==> src/rtl/spi_irq_status.sv <==
module spi_irq_status #(
  parameter int DEPTH = 64,
  parameter int CW    = $clog2(DEPTH + 1)
) (
  input  logic          clk,
  input  logic          rst_n,
  input  logic [CW-1:0] tx_used,
  input  logic [CW-1:0] rx_used,
  input  logic          tx_flush,
  input  logic          rx_flush,
  input  logic          ev_tx_ovf,
  input  logic          ev_tx_udf,
  input  logic          ev_rx_ovf,
  input  logic          ev_rx_udf,
  input  logic          ev_done,
  input  logic          ev_cs,
  input  logic          ev_fault,
  input  logic          clr_en,
  input  logic [31:0]   clr_data,
  input  logic [31:0]   irq_en,
  output logic [31:0]   status,
  output logic          irq
);
  localparam logic [CW-1:0] FULL_C = CW'(DEPTH);
  localparam logic [CW-1:0] QTR_C  = CW'(DEPTH / 4);
  localparam logic [CW-1:0] HALF_C = CW'(DEPTH / 2);
  localparam logic [31:0] CLEARABLE = 32'h0003_6060;
  localparam logic [31:0] TX_STICKY = 32'h0000_6000;
  localparam logic [31:0] RX_STICKY = 32'h0000_0060;
  localparam logic [31:0] IRQ_MASK  = 32'h0003_7F7F;

  logic [CW-1:0] tx_free, rx_free;
  logic [31:0]   lvl, set_v, clr_v, sticky_q;

  assign tx_free = FULL_C - tx_used;
  assign rx_free = FULL_C - rx_used;

  always_comb begin
    lvl     = '0;
    lvl[0]  = rx_used != '0;
    lvl[1]  = rx_used >= HALF_C;
    lvl[2]  = rx_used == FULL_C;
    lvl[3]  = rx_used >= QTR_C;
    lvl[4]  = rx_free <= QTR_C;
    lvl[8]  = tx_used == '0;
    lvl[9]  = tx_free >= HALF_C;
    lvl[10] = tx_used == FULL_C;
    lvl[11] = tx_free >= QTR_C;
    lvl[12] = tx_used <= QTR_C;
  end

  always_comb begin
    set_v     = '0;
    set_v[5]  = ev_rx_ovf;
    set_v[6]  = ev_rx_udf;
    set_v[13] = ev_tx_ovf;
    set_v[14] = ev_tx_udf;
    set_v[16] = ev_done;
    set_v[17] = ev_cs;
    set_v[31] = ev_fault;
  end

  assign clr_v = (clr_en   ? (clr_data & CLEARABLE) : '0)
               | (tx_flush ? TX_STICKY : '0)
               | (rx_flush ? RX_STICKY : '0);

  always_ff @(posedge clk or negedge rst_n)
    if (!rst_n) sticky_q <= '0;
    else        sticky_q <= (sticky_q & ~clr_v) | set_v;

  assign status = sticky_q | lvl;
  assign irq    = |(status & irq_en & IRQ_MASK);

  AST_RESET_VALUE: assert property (@(posedge clk)
    !rst_n && tx_used == '0 && rx_used == '0 |-> status == 32'h0000_1B00);
  AST_RX_EMPTY_FLAG: assert property (@(posedge clk) disable iff (!rst_n)
    (rx_used == '0) |-> !status[0] && !status[3] && !status[2]);
  AST_TX_EMPTY_FLAG: assert property (@(posedge clk) disable iff (!rst_n)
    (tx_used == '0) |-> status[8] && status[9] && status[11] && status[12]);
  AST_EVENT_STICKS: assert property (@(posedge clk) disable iff (!rst_n)
    ev_done |=> status[16]);
  AST_CLEAR_WORKS: assert property (@(posedge clk) disable iff (!rst_n)
    clr_en && clr_data[17] && !ev_cs |=> !status[17]);
  AST_FAULT_HOLDS: assert property (@(posedge clk) disable iff (!rst_n)
    status[31] |=> status[31]);
  AST_TX_FLUSH: assert property (@(posedge clk) disable iff (!rst_n)
    tx_flush && !ev_tx_ovf && !ev_tx_udf |=> !status[13] && !status[14]);
  AST_NO_IRQ_UNMASKED: assert property (@(posedge clk) disable iff (!rst_n)
    (irq_en & IRQ_MASK) == '0 |-> !irq);
  AST_ZERO_BITS: assert property (@(posedge clk) disable iff (!rst_n)
    status[7] == 1'b0 && status[15] == 1'b0 && status[30:18] == '0);
endmodule

==> config.mk <==
export PLATFORM = sky130hd
export DESIGN_NAME = spi_irq_status
export DESIGN_NICKNAME = d
export VERILOG_FILES = /design/src/rtl/spi_irq_status.sv
export SDC_FILE = /design/constraint.sdc
export NUM_CORES = 1
export LEC_CHECK = 0
export BUFFER_PORTS_ARGS = -buffer_cell sky130_fd_sc_hd__buf_2
export CORE_UTILIZATION = 26
export CTS_CLUSTER_SIZE = 40
export DETAILED_ROUTE_END_ITERATION = 16
export GPL_TIMING_DRIVEN = 0
export PLACE_DENSITY = 0.89
export REMOVE_ABC_BUFFERS = 1
export SLEW_MARGIN = 20
export SYNTH_ARGS = -nofsm -noshare
export SYNTH_HDL_FRONTEND = slang
export SYNTH_SLANG_ARGS = --single-unit
==> constraint.sdc <==
create_clock -name clk -period 2.7 [get_ports clk]
set_clock_uncertainty 0.2 [all_clocks]
set_input_delay 0.405 -clock clk [delete_from_list [all_inputs] [get_ports clk]]
set_output_delay 0.405 -clock clk [all_outputs]
set_load 0.005 [all_outputs]
==> impl_results.md <==
* Status: complete, no violations
* Core Footprint at ~0.0025 mm^2
* CTS tree: yes
* CTS buffer count at 3
* Max reg flops at 7
* Critical-path top delay cell: or3b_4
* Routed WL at about 1800 um
* Layout cells sized above 1 at a little under three fifths
* DR WL/cell at 10.0 um
* Top flop regs: sticky_q x7
* Global Route met2 Usage at roughly 24%
* Yosys cell types at 34
* Post-synthesis register bit count at 7
* Final period utilization at 97.9%
* Largest cells by area after synthesis: dfrtp_1, buf_4, a31o_2, nand2_1, inv_1
* Number of filler cells placed in the layout at 274
* Crit path launch type: input pin
* Vias per cell at 4.57
* Met3 usage at under 10%
* Top-count cell post-synth: buf_4
* Post-layout util at 41.6%
* Setup CP Type: input pin to output pin
* Static Leak at roughly 0.54 nW
* Leading area contributor after synthesis: dfrtp_1
* Register area share after synthesis at 25.8%
* Worst Hold Path Cells at 2
* Critical path's largest stage delay at 0.39 ns
* Synth-to-Final Area Change at 51.7%
* Vias in the first global route at roughly 690
* Clock latency on the worst-skew pair at around 0.25 ns
* Row Count at 18
* Worst path cell trace: buf_2 > inv_2 > ha_2 > or3b_4 > a211o_1 > a21oi_2 > a21oi_2 > a221o_1 > buf_2
* 1st-pass router iterations at 2
* Nets at approximately 240
* Syn Area/Cell at 8.19 um^2
* Cells after Synth at between 80 and 90
* Top Ports at approximately 120
* Hold Vio Cnt, Final at 0
* Setup slack after layout at approximately 0.057 ns
* WP buf/inv at 3
* RSZ-0062 raised after global routing: false
* Post-DRT Antenna Nets at 0
* Worst VDD drop at 0.263 mV
* Placed insts at about 180
* GR peak layer: met2
* DR vias at 832
* I/O Buffers at 65
* Global-route wire length before repair at around 2800 um
* GRT Util Overall at a little over an eighth
* Yosys top cell area share at 25.8%
* # clock sinks at 7
* CP endpoint kind: output pin
* CP Depth at 9
* Pin count of the biggest net entering global routing at 9
* Clk buf depth at 2
* Tmin final at between 2 and 3 ns
* Largest delay share family, worst path: compound AO/OA/AOI/OAI gates
* Fmax at about 380 MHz
* CTS clk-pin slew, worst paths at approximately 0.050 ns
* Clock root cell: clkbuf_4
* Cell Area, Synth at slightly below 700 um^2
* Top cells by count, synth: buf_4, nand2_1, dfrtp_1, inv_1
* Die area at ~0.0028 mm^2
* Diode count at 0
* H-tree levels at 1
* Hold slack at 0.131 ns
* R2R depth at 1
* Synth warn at 0
* Post-DP HPWL at ~1600 um
* # DRC at 0
* Asr flop ratio synth at 100%
* Worst min-delay path class: input pin to register
* Initial antenna violation count at 0
* Primary FF master, synth: dfrtp_1
* GPL Wtd Cong at between 0.6 and 0.7
* Worst Path Required at 2.10 ns
* Setup WS pre-CTS at -0.112 ns
* Grt met1 use at around 15%
* PD cells at between 300 and 400 mW/mm^2
* Die X at roughly 53 um
* Iteration-0 DRC Markers at 5
* CP arrival at just over 2 ns
* Starting density of the core at 27.4%
* Non-filler instance count after layout at roughly 180
* Worst-path fanout max at 3
* Most flops, register: sticky_q
* Max-slew violations at 0
* Setup violations, final at 0
* Remaining Overflow, GRT at 0
* MaxCap Viol Count at 0
* Die H at 53.1 um
* Post-synth EDFFs at 0
-- path summary, 6_finish.rpt --
kind	from	endpoint	slack (ns)
max in group asynchronous	rst_n	sticky_q[6]	1.84
setup reg to reg	sticky_q[31]	sticky_q[31]	1.75
hold / removal	ev_done	sticky_q[16]	0.13
min in group asynchronous	rst_n	sticky_q[14]	0.31
hold reg to reg	sticky_q[31]	sticky_q[31]	0.26
setup / recovery	tx_used[1]	irq	0.06
-- cells in the final DEF, fill, tap and decap left out, drive strengths merged, types with 2 or more instances in the layout --
| cell type | instances |
|---|---|
| a21o | 2 |
| a21oi | 4 |
| a31o | 5 |
| a31oi | 2 |
| buf | 67 |
| clkbuf | 4 |
| conb | 15 |
| dfrtp | 7 |
| inv | 7 |
| nand2 | 8 |
| nor2 | 2 |
| nor4 | 4 |
| or2 | 3 |
| or4 | 3 |
-- layer usage --
layer | vias to the layer above | share of wire (%) | routed length (um)
met4 | 0 | 0 | 0
met3 | 0 | 9.6 | 176
met1 | 372 | 41 | 746
li1 | 411 | - | -
met2 | 49 | 49 | 903
met5 | - | 0 | 0
-- repair_timing --
item,CTS,global route
buffers inserted,1,1
hold buffers,1,0
endpoints found under the hold margin,7,0
setup endpoints to repair,1,1
pin swaps,1,4
gates resized for setup,2,3
-- area by class of cell --
type                            count  area, um^2  share of cell area (%)
Clock buffer                        4        26.3                    2.55
Inverter                            8        30.0                    2.91
Multi-Input combinational cell     65         412                    39.9
Sequential cell                     7         175                    17.0
Tap cell                           30        37.5                    3.64
Timing Repair Buffer               68         350                    34.0
-- where the power goes --
| group | switching, W | leakage [nW] | internal [W] | total (W) |
|---|---|---|---|---|
| clock network | 0.0000402 | 0.0150 | 0.0000565 | 0.0000967 |
| registers | 0.00000502 | 0.0729 | 0.000111 | 0.000116 |
| logic | 0.0000452 | 0.450 | 0.0000512 | 0.0000963 |
| total | 0.0000904 | 0.538 | 0.000219 | 0.000309 |
-- cells by family (layout without fill, tap and decap cells) --
logic type                 Yosys count  in the layout  synth area share [%]
DFF                                  7              7                  25.8
AOI/OAI and AO/OA                   22             22                  25.8
muxes                                1              1                  1.47
and+or+nand+nor                     25             25                  20.4
adders and majority gates            1              1                  1.84
other                                1             15                 0.552
xor gates and xnor gates             1              1                  1.29
buffers and inverters               25             80                  22.8
-- per-stage QoR --
step	total power (W)	area [um^2]	TNS, ns
detailed placement	0.000211	970	-0.112
floorplan	0.000152	607	0
CTS	0.000315	1020	0
finish	0.000309	1030	0
global placement	0.000210	970	-0.0830
global route	0.000336	1030	0
Power figures use the tool's default switching activity.
